===== config.mk =====
export PLATFORM = sky130hd
export DESIGN_NAME = ipi_cmd_unit
export DESIGN_NICKNAME = d
export VERILOG_FILES = /design/src/rtl/ipi_cmd_pkg.sv /design/src/rtl/ipi_cfg_regs.sv /design/src/rtl/ipi_cmd_launch.sv /design/src/rtl/ipi_read_mux.sv /design/src/rtl/ipi_cmd_unit.sv
export SDC_FILE = /design/constraint.sdc
export NUM_CORES = 1
export LEC_CHECK = 0
export BUFFER_PORTS_ARGS = -buffer_cell sky130_fd_sc_hd__buf_2
export CORE_ASPECT_RATIO = 0.9
export CORE_MARGIN = 8
export CORE_UTILIZATION = 50
export DETAILED_ROUTE_END_ITERATION = 12
export PLACE_DENSITY = 0.88
export SLEW_MARGIN = 20
export SYNTH_ARGS = -nofsm -noshare
export SYNTH_HDL_FRONTEND = slang
export SYNTH_HIERARCHICAL = 1
export SYNTH_SLANG_ARGS = --single-unit

===== constraint.sdc =====
create_clock -name clk -period 5.8 [get_ports clk]
set_input_delay 1.16 -clock clk [delete_from_list [all_inputs] [get_ports clk]]
set_output_delay 1.16 -clock clk [all_outputs]
set_load 0.03 [all_outputs]

===== src/rtl/ipi_cmd_pkg.sv =====
package ipi_cmd_pkg;

   localparam int IPI_VEC_W   = 8;
   localparam int IPI_DEST_W  = 8;
   localparam int IPI_DMODE_W = 3;
   localparam int IPI_SHORT_W = 2;

   // Fields of the lower command word, kept for readback and for sending
   typedef struct packed {
      logic [IPI_SHORT_W-1:0] shorthand;
      logic                   trig;
      logic                   level;
      logic                   dlogical;
      logic [IPI_DMODE_W-1:0] dmode;
      logic [IPI_VEC_W-1:0]   vector;
   } ipi_cmd_t;

   // Bit positions of the lower command word, decoded by software
   localparam int LO_VEC_LSB   = 0;
   localparam int LO_DMODE_LSB = 8;
   localparam int LO_DLOG_BIT  = 11;
   localparam int LO_STAT_BIT  = 12;
   localparam int LO_DROP_BIT  = 13;
   localparam int LO_LEVEL_BIT = 14;
   localparam int LO_TRIG_BIT  = 15;
   localparam int LO_SHORT_LSB = 18;

endpackage


===== src/rtl/ipi_cfg_regs.sv =====
module ipi_cfg_regs
   import ipi_cmd_pkg::*;
#(
   parameter int DATA_W        = 32,
   parameter int ID_LSB        = 24,
   parameter int DEST_LSB      = 24,
   parameter bit SPUR_LOW_ONES = 1'b0
) (
   input  logic                  clk,
   input  logic                  rst_n,
   input  logic                  wr,
   input  logic                  hit_id,
   input  logic                  hit_spur,
   input  logic                  hit_eoi,
   input  logic                  hit_dest,
   input  logic [DATA_W-1:0]     wdata,
   output logic [IPI_DEST_W-1:0] id_q,
   output logic [IPI_VEC_W-1:0]  spur_q,
   output logic                  en_q,
   output logic [IPI_DEST_W-1:0] dest_q,
   output logic                  eoi_q
);

   localparam int EN_BIT = IPI_VEC_W;

   logic [IPI_VEC_W-1:0] spur_d;

   generate
      if (SPUR_LOW_ONES) begin : g_spur_fixed
         // low nibble of the spurious vector is hardwired to ones
         assign spur_d = {wdata[IPI_VEC_W-1:4], 4'hF};
      end else begin : g_spur_free
         assign spur_d = wdata[IPI_VEC_W-1:0];
      end
   endgenerate

   always_ff @(posedge clk or negedge rst_n) begin
      if (!rst_n) begin
         id_q   <= '0;
         spur_q <= SPUR_LOW_ONES ? IPI_VEC_W'(4'hF) : '0;
         en_q   <= 1'b0;
         dest_q <= '0;
         eoi_q  <= 1'b0;
      end else begin
         eoi_q <= wr && hit_eoi;
         if (wr && hit_id)
            id_q <= wdata[ID_LSB +: IPI_DEST_W];
         if (wr && hit_spur) begin
            spur_q <= spur_d;
            en_q   <= wdata[EN_BIT];
         end
         if (wr && hit_dest)
            dest_q <= wdata[DEST_LSB +: IPI_DEST_W];
      end
   end

   // a pulse only follows an end-of-interrupt write
   assert_eoi_cause_R4: assert property (@(posedge clk) disable iff (!rst_n)
      eoi_q |-> $past(wr && hit_eoi));

   // the destination only changes through its own register
   assert_dest_write_R5: assert property (@(posedge clk) disable iff (!rst_n)
      !(wr && hit_dest) |=> $stable(dest_q));

endmodule


===== src/rtl/ipi_cmd_launch.sv =====
module ipi_cmd_launch
   import ipi_cmd_pkg::*;
#(
   parameter int DATA_W = 32
) (
   input  logic                  clk,
   input  logic                  rst_n,
   input  logic                  wr_lo,
   input  logic [DATA_W-1:0]     wdata,
   input  logic                  en,
   input  logic [IPI_DEST_W-1:0] dest_live,
   input  logic                  ready,
   output ipi_cmd_t              cmd_q,
   output logic [IPI_DEST_W-1:0] msg_dest_q,
   output logic                  pend_q,
   output logic                  drop_q
);

   ipi_cmd_t cmd_d;
   logic     accept;
   logic     launch;

   always_comb begin
      cmd_d.vector    = wdata[LO_VEC_LSB +: IPI_VEC_W];
      cmd_d.dmode     = wdata[LO_DMODE_LSB +: IPI_DMODE_W];
      cmd_d.dlogical  = wdata[LO_DLOG_BIT];
      cmd_d.level     = wdata[LO_LEVEL_BIT];
      cmd_d.trig      = wdata[LO_TRIG_BIT];
      cmd_d.shorthand = wdata[LO_SHORT_LSB +: IPI_SHORT_W];
   end

   assign accept = wr_lo && !pend_q;
   assign launch = accept && en;

   always_ff @(posedge clk or negedge rst_n) begin
      if (!rst_n) begin
         cmd_q      <= '0;
         msg_dest_q <= '0;
         pend_q     <= 1'b0;
         drop_q     <= 1'b0;
      end else begin
         if (accept)
            cmd_q <= cmd_d;
         if (launch) begin
            pend_q     <= 1'b1;
            msg_dest_q <= dest_live;
         end else if (pend_q && ready) begin
            pend_q <= 1'b0;
         end
         if (wr_lo && pend_q)
            drop_q <= 1'b1;
      end
   end

   assert_launch_R6: assert property (@(posedge clk) disable iff (!rst_n)
      (wr_lo && !pend_q && en) |=> pend_q);

   assert_clear_R7: assert property (@(posedge clk) disable iff (!rst_n)
      (pend_q && ready) |=> !pend_q);

   assert_hold_R8: assert property (@(posedge clk) disable iff (!rst_n)
      (pend_q && !ready) |=> (pend_q && $stable(msg_dest_q) && $stable(cmd_q)));

   assert_drop_R9: assert property (@(posedge clk) disable iff (!rst_n)
      (wr_lo && pend_q) |=> (drop_q && $stable(cmd_q)));

   assert_drop_sticky_R9: assert property (@(posedge clk) disable iff (!rst_n)
      drop_q |=> drop_q);

   assert_disabled_R10: assert property (@(posedge clk) disable iff (!rst_n)
      (!en && !pend_q) |=> !pend_q);

endmodule


===== src/rtl/ipi_read_mux.sv =====
module ipi_read_mux
   import ipi_cmd_pkg::*;
#(
   parameter int DATA_W   = 32,
   parameter int ID_LSB   = 24,
   parameter int DEST_LSB = 24,
   parameter int N_SRC    = 5
) (
   input  logic [N_SRC-1:0]      sel,
   input  logic [IPI_DEST_W-1:0] id_q,
   input  logic [IPI_VEC_W-1:0]  spur_q,
   input  logic                  en_q,
   input  logic [IPI_DEST_W-1:0] dest_q,
   input  ipi_cmd_t              cmd_q,
   input  logic                  pend_q,
   input  logic                  drop_q,
   output logic [DATA_W-1:0]     rdata
);

   logic [DATA_W-1:0] words [N_SRC];

   always_comb begin
      for (int k = 0; k < N_SRC; k++) words[k] = '0;
      words[0][ID_LSB +: IPI_DEST_W]         = id_q;
      words[1][IPI_VEC_W-1:0]                = spur_q;
      words[1][IPI_VEC_W]                    = en_q;
      // words[2] is the end-of-interrupt register and always reads zero
      words[3][LO_VEC_LSB +: IPI_VEC_W]      = cmd_q.vector;
      words[3][LO_DMODE_LSB +: IPI_DMODE_W]  = cmd_q.dmode;
      words[3][LO_DLOG_BIT]                  = cmd_q.dlogical;
      words[3][LO_STAT_BIT]                  = pend_q;
      words[3][LO_DROP_BIT]                  = drop_q;
      words[3][LO_LEVEL_BIT]                 = cmd_q.level;
      words[3][LO_TRIG_BIT]                  = cmd_q.trig;
      words[3][LO_SHORT_LSB +: IPI_SHORT_W]  = cmd_q.shorthand;
      words[4][DEST_LSB +: IPI_DEST_W]       = dest_q;
   end

   logic [DATA_W-1:0] masked [N_SRC];

   generate
      for (genvar g = 0; g < N_SRC; g++) begin : g_mask
         assign masked[g] = sel[g] ? words[g] : '0;
      end
   endgenerate

   always_comb begin
      rdata = '0;
      for (int k = 0; k < N_SRC; k++) rdata = rdata | masked[k];
   end

   always_comb begin
      assert_sel_onehot_R2: assert ($onehot0(sel));
   end

endmodule


===== src/rtl/ipi_cmd_unit.sv =====
module ipi_cmd_unit
   import ipi_cmd_pkg::*;
#(
   parameter int          DATA_W        = 32,
   parameter int          ADDR_W        = 12,
   parameter logic [11:0] OFS_ID        = 12'h020,
   parameter logic [11:0] OFS_EOI       = 12'h0B0,
   parameter logic [11:0] OFS_SPUR      = 12'h0F0,
   parameter logic [11:0] OFS_CMD_LO    = 12'h300,
   parameter logic [11:0] OFS_CMD_HI    = 12'h310,
   parameter bit          SPUR_LOW_ONES = 1'b0
) (
   input  logic                   clk,
   input  logic                   rst_n,
   input  logic                   bus_wr,
   input  logic [ADDR_W-1:0]      bus_addr,
   input  logic [DATA_W-1:0]      bus_wdata,
   output logic [DATA_W-1:0]      bus_rdata,
   output logic                   eoi_o,
   output logic                   msg_valid_o,
   input  logic                   msg_ready_i,
   output logic [IPI_VEC_W-1:0]   msg_vector_o,
   output logic [IPI_DMODE_W-1:0] msg_dmode_o,
   output logic                   msg_dlogical_o,
   output logic                   msg_level_o,
   output logic                   msg_trig_o,
   output logic [IPI_SHORT_W-1:0] msg_short_o,
   output logic [IPI_DEST_W-1:0]  msg_dest_o,
   output logic                   cmd_drop_o
);

   localparam int N_SRC    = 5;
   localparam int FIELD_LSB = DATA_W - IPI_DEST_W;

   generate
      if (DATA_W != 32) begin : g_bad_data_w
         $error("ipi_cmd_unit: DATA_W must be 32");
      end
      if (ADDR_W < 12) begin : g_bad_addr_w
         $error("ipi_cmd_unit: ADDR_W must cover the offsets");
      end
   endgenerate

   logic hit_id, hit_spur, hit_eoi, hit_lo, hit_hi;

   assign hit_id   = (bus_addr == ADDR_W'(OFS_ID));
   assign hit_spur = (bus_addr == ADDR_W'(OFS_SPUR));
   assign hit_eoi  = (bus_addr == ADDR_W'(OFS_EOI));
   assign hit_lo   = (bus_addr == ADDR_W'(OFS_CMD_LO));
   assign hit_hi   = (bus_addr == ADDR_W'(OFS_CMD_HI));

   logic [IPI_DEST_W-1:0] id_q, dest_q, msg_dest_q;
   logic [IPI_VEC_W-1:0]  spur_q;
   logic                  en_q, pend_q, drop_q;
   ipi_cmd_t              cmd_q;

   ipi_cfg_regs #(
      .DATA_W        (DATA_W),
      .ID_LSB        (FIELD_LSB),
      .DEST_LSB      (FIELD_LSB),
      .SPUR_LOW_ONES (SPUR_LOW_ONES)
   ) u_cfg (
      .clk      (clk),
      .rst_n    (rst_n),
      .wr       (bus_wr),
      .hit_id   (hit_id),
      .hit_spur (hit_spur),
      .hit_eoi  (hit_eoi),
      .hit_dest (hit_hi),
      .wdata    (bus_wdata),
      .id_q     (id_q),
      .spur_q   (spur_q),
      .en_q     (en_q),
      .dest_q   (dest_q),
      .eoi_q    (eoi_o)
   );

   ipi_cmd_launch #(
      .DATA_W (DATA_W)
   ) u_launch (
      .clk        (clk),
      .rst_n      (rst_n),
      .wr_lo      (bus_wr && hit_lo),
      .wdata      (bus_wdata),
      .en         (en_q),
      .dest_live  (dest_q),
      .ready      (msg_ready_i),
      .cmd_q      (cmd_q),
      .msg_dest_q (msg_dest_q),
      .pend_q     (pend_q),
      .drop_q     (drop_q)
   );

   ipi_read_mux #(
      .DATA_W   (DATA_W),
      .ID_LSB   (FIELD_LSB),
      .DEST_LSB (FIELD_LSB),
      .N_SRC    (N_SRC)
   ) u_rd (
      .sel    ({hit_hi, hit_lo, hit_eoi, hit_spur, hit_id}),
      .id_q   (id_q),
      .spur_q (spur_q),
      .en_q   (en_q),
      .dest_q (dest_q),
      .cmd_q  (cmd_q),
      .pend_q (pend_q),
      .drop_q (drop_q),
      .rdata  (bus_rdata)
   );

   assign msg_valid_o    = pend_q;
   assign msg_vector_o   = cmd_q.vector;
   assign msg_dmode_o    = cmd_q.dmode;
   assign msg_dlogical_o = cmd_q.dlogical;
   assign msg_level_o    = cmd_q.level;
   assign msg_trig_o     = cmd_q.trig;
   assign msg_short_o    = cmd_q.shorthand;
   assign msg_dest_o     = msg_dest_q;
   assign cmd_drop_o     = drop_q;

   // writing the upper word alone never starts a message
   assert_hi_no_launch_R5: assert property (@(posedge clk) disable iff (!rst_n)
      (!msg_valid_o && !(bus_wr && hit_lo)) |=> !msg_valid_o);

endmodule


**After elaboration in Yosys (flattened, before gate mapping)**

Index checks and enable logic that the tools add are counted.

- Register bits: 52
- Output and inout bits: 59
- Input port bits: 48
- Logic and storage cells: 39
- Memory bits (read-only): 0
- Memories: 0
- Bits in latches: 0
- Memory bits (writable): 0

- $lt $le $gt $ge: 0
- Shifts and indexed selects: 0
- Multiply operators: 0
- Equal/unequal tests: 5
- $add $sub $neg: 0
- Bitwise logic cells: 3
- Div/mod/pow operators: 0
- Reduce and logical (&&, ||, !) cells: 11
- Mux-type cells: 6

Operator list:

| operator | count |
|---|---|
| $or A32 B32 Y32 | 3 |
| $mux W32 | 2 |
| $eq A12 B10 Y1 const B | 2 |
| $eq A12 B8 Y1 const B | 2 |
| $mux W20 | 1 |
| $eq A12 B6 Y1 const B | 1 |
| $logic_and A1 B1 Y1 | 9 |
| $mux W9 | 1 |
| $mux W1 | 2 |
| $reduce_bool A2 Y1 | 1 |
| $logic_not A1 Y1 | 1 |

**Longest topological paths before layout**

- Word-level depth: 5
- Gate-level depth with buffers: 7

**By module**

The synthesis kept the hierarchy.

By module, submodules not included:

| module | times used | area an instance (um^2) | cells each | sequential area each (um^2) |
|---|---|---|---|---|
| ipi_cmd_launch | 1 | 1032.2 | 57 | 650.6 |
| ipi_cfg_regs | 1 | 958.4 | 55 | 650.6 |
| ipi_read_mux | 1 | 291.5 | 38 | 0.0 |
| ipi_cmd_unit | 1 | 102.6 | 16 | 0.0 |

**Least setup slack after synthesis**

OpenSTA, ideal clock, no wires.

- Kind: in2out
- Start point: input port bus_addr[1]
- End point: output port bus_rdata[0]
- Required time: 4.640 ns
- Setup slack: 1.903 ns
- Arrival time: 2.737 ns
- Path buffers: 2
- Stages on the path: 5
- Path through: or4_1 > buf_2 > nor4_1 > buf_2 > a22o_1

- Longest elaborated chain between the ends: 5

Ends and longest elaborated chain:

| item | line | text |
|---|---|---|
| start: declaration | ipi_cmd_unit.sv:16 | `input logic [ADDR_W-1:0] bus_addr,` |
| $eq A12 B8 Y1 | ipi_cmd_unit.sv:47 | `assign hit_spur = (bus_addr == ADDR_W'(OFS_SPUR));` |
| net hit_spur | ipi_cmd_unit.sv:44 | `logic hit_id, hit_spur, hit_eoi, hit_lo, hit_hi;` |
| $mux W9 | ipi_read_mux.sv:43 | `assign masked[g] = sel[g] ? words[g] : '0;` |
| $or A32 B32 Y32 (3 in a row) | ipi_read_mux.sv:49 | `for (int k = 0; k < N_SRC; k++) rdata = rdata \| masked[k];` |
| end: declaration | ipi_cmd_unit.sv:18 | `output logic [DATA_W-1:0] bus_rdata,` |

The timed path passes the listed nets, and every way through them passes these cells.

**Worst setup path after layout**

- Start point: input port bus_addr[1]
- End point: output port bus_rdata[31]

- Longest elaborated chain between the ends: 5

Ends and longest elaborated chain:

| item | line | text |
|---|---|---|
| $eq A12 B6 Y1 | ipi_cmd_unit.sv:46 | `assign hit_id = (bus_addr == ADDR_W'(OFS_ID));` |
| net hit_id | ipi_cmd_unit.sv:44 |  |
| $mux W32 | ipi_read_mux.sv:43 |  |
| $or A32 B32 Y32 (3 in a row) | ipi_read_mux.sv:49 |  |

The timed path passes the listed nets, and every way through them passes these cells.

==> run_results.csv <==
group,metric,value,unit
synthesis,synth.area.mux_share,24.7,%
setup_path,max_stage_delay,0.84,ns
timing,slew_viol_final,0,
die,die_y,81.5,µm
timing,maxSlewHeadroom,37.3,%
setup_path,crit_path_frequent_cell,"buf_2",
clock_tree,clk_path_buf_depth,2,
routing,routed_wl,5.42,mm
run,cap_violations,0,
power,switching_power,0.124,mW
setup_path,cp_slowest_cell,"nor4_2",
clock_tree,holdBufCountCts,0,
timing,fmax,0.227,GHz
power,leakage,1.66,nW
setup_path,path_class,"in2out",
die,start_util,50.6,%
clock_tree,cts_htree_levels,2,
timing,hold_viol,0,
status,status,"complete, no violations",
synthesis,synth_cell_type_count,24,
synthesis,yosys_warnings,6,
setup_path,path_max_fanout,9,
power,irDropWorstVdd,0.121,mV
power,power_density,196,mW/mm²
power,switching_share,21.4,%
synthesis,synth_fa_ha_area_share,0,%
routing,first_pass_iters,4,
die,num_rows,24,
placement,gp_congestion,0.748,
timing,setup_viol,0,
timing,period_share,76.1,%
global_routing,grt-ovfl-total,0,
clock_tree,root_buffer,"clkbuf_8",
global_routing,grt_start_max_net_pins,53,
power,internal_power,0.454,mW
power,seqPwrFrac,63.0,%
synthesis,synth_area,0.00238,mm²
clock_tree,cts_tree,"yes",
timing,tns,0,ns
timing,rsz0062_at_grt,"no",
routing,final_antenna_net_count,0,
synthesis,syn_area_per_cell,14.4,µm²
setup_path,cp-start-kind,"input port",
layout,fin_util,62.4,%
die,coreArea,0.00471,mm²
layout,nNetsFinal,307,
routing,drc,0,
routing,via_per_inst,5.04,
synthesis,syn_inst,166,
timing,finClkSkew,0.00725,ns
routing,wl_per_cell,16.8,µm
power,p_comb_share,6.0,%
setup_path,critPathRequiredTime,4.64,ns
power,power.total,0.578,mW
placement,port_buffers,92,
synthesis,synth_xor_area_share,0,%
die,die_x,88.8,µm
layout,drive_gt1_share,63.0,%
min_path,hold_path.class,"reg2reg",
die,die_area,0.00724,mm²
synthesis,synth_top_family_by_area,"multiplexers",
power,p_clk_share,31.0,%
synthesis,synth-seq-cells,52,
synthesis,synth-simple-area-share,8.45,%
timing,worst_pin_slew,0.933,ns
clock_tree,post_cts.repair.setup_buffers,0,
clock_tree,clkSinkCount,52,
clock_tree,cts_resized,0,
routing,drt_iter0_drc,37,
synthesis,synth-seq-area-share,54.6,%
placement,dp.final_hpwl,4.20,mm
global_routing,track_usage,15.5,%
clock_tree,cts_buffers,5,
clock_tree,clkTransAtPathRegs,0.09,ns
timing,min_period,4.41,ns
setup_path,worstSetupEndpointType,"output port",
routing,vias,1624,
synthesis,synth_compound_area_share,6.82,%
layout,area_delta_synth_final,23.4,%
clock_tree,clock_latency,0.29,ns
global_routing,grt_first_pass_wirelength,8.61,mm
setup_path,crit_chain,"buf_2 > or4_1 > nor4_2 > a22o_1 > buf_2",
die,io_pins,107,
layout,fillers,390,
setup_path,critical_path_arrival,3.25,ns
global_routing,antenna_found_initial,0,
layout,diodes,0,
global_routing,grt_pass1_vias,1772,
-- layer usage --
metal	vias up	track usage, %	wire, µm
li1	769	-	-
met1	795	17.5	2200
met2	52	27.2	2750
met3	8	4.30	376
met4	0	6.07	94
met5	-	0	0
-- power by group through the flow --
stage	sequential, mW	combinational, mW	clock (mW)
2_1_floorplan	0.372	0.0126	0
3_3_place_gp	0.371	0.0341	0
3_5_place_dp	0.371	0.0351	0
4_1_cts	0.364	0.0352	0.190
5_1_grt	0.364	0.0385	0.202
6_report	0.364	0.0345	0.179
-- Yosys cell counts, drive strengths merged --
cell type  count  area (µm²)
nand2b         1        6.26
nor4           6        37.5
a22o          17         149
o21ai          1        5.00
nand2          4        22.5
or3b           2        17.5
buf           14         119
dfrtp         52        1300
or3            1        6.26
and2          10        63.8
nor2b          1        13.8
inv            2        7.51
mux2          49         589
or4            2        15.0
conb           1        3.75
a21o           1        8.76
nand3b         2        18.8
-- kinds of logic after synthesis --
kind of cell / Yosys count
mux: 49
compound gates: 19
buf+inv: 16
flops: 52
simple gates: 29
other cells: 1
-- critical path: cells and delay by family --
kind | cells | cell delay, ns
simple gates | 2 | 1.51
buf+inv | 2 | 0.30
compound gates | 1 | 0.28
-- final timing paths --
kind / startpoint / end / slack (ns) / depth (start not counted)
setup / recovery: bus_addr[1] / bus_rdata[31] / 1.39 / 5
hold / removal: u_launch/drop_q$_DFFE_PN0P_ / u_launch/drop_q$_DFFE_PN0P_ / 0.50 / 1
setup reg to reg: u_launch/pend_q$_DFFE_PN0P_ / u_launch/cmd_q[7]$_DFFE_PN0P_ / 4.28 / 2
hold reg to reg: u_launch/drop_q$_DFFE_PN0P_ / u_launch/drop_q$_DFFE_PN0P_ / 0.50 / 1
max in group asynchronous: rst_n / u_cfg/dest_q[4]$_DFFE_PN0P_ / 4.41 / 2
min in group asynchronous: rst_n / u_cfg/spur_q[0]$_DFFE_PN0P_ / 0.97 / 2
-- state kept, by name, summed over array words and instances, names as in the netlist --
signal,count
u_launch/msg_dest_q,8
u_launch/pend_q,1
u_cfg/dest_q,8
u_cfg/spur_q,8
u_cfg/id_q,8
u_cfg/en_q,1
u_launch/drop_q,1
u_launch/cmd_q,16
u_cfg/eoi_q,1
-- layout by cell type (no fill, tap or decap), drive strengths merged --
cell and instances:
inv 2, and2 10, a21o 1, nor2b 1, or3b 2, or3 1, nand2 4, mux2 49
buf 95, clkbuf 5, o21ai 1, nand3b 2, nor4 6, or4 2, a22o 17, conb 6
nand2b 1, dfrtp 52
-- per-stage QoR --
| stage | hold WS, ns | instances | worst slack, ns | area, µm² |
|---|---|---|---|---|
| 2_1_floorplan | 0.481 | 171 | 1.90 | 2400 |
| 3_3_place_gp | 0.466 | 317 | 1.37 | 2870 |
| 3_5_place_dp | 0.473 | 317 | 1.39 | 2870 |
| 4_1_cts | 0.493 | 322 | 1.38 | 2940 |
| 5_1_grt | 0.529 | 322 | 1.27 | 2940 |
| 6_report | 0.496 | 322 | 1.39 | 2940 |
-- layout make-up --
cell class                 count  area, µm²  area share, %
clock buffer                   5       68.8           2.34
inverter                       2       7.51          0.255
multi-input combinational    103       1000           34.0
sequential                    52       1300           44.2
tap                           65       81.3           2.76
timing repair buffer          95        483           16.4
Note: power is estimated with default switching activity, not from simulation.
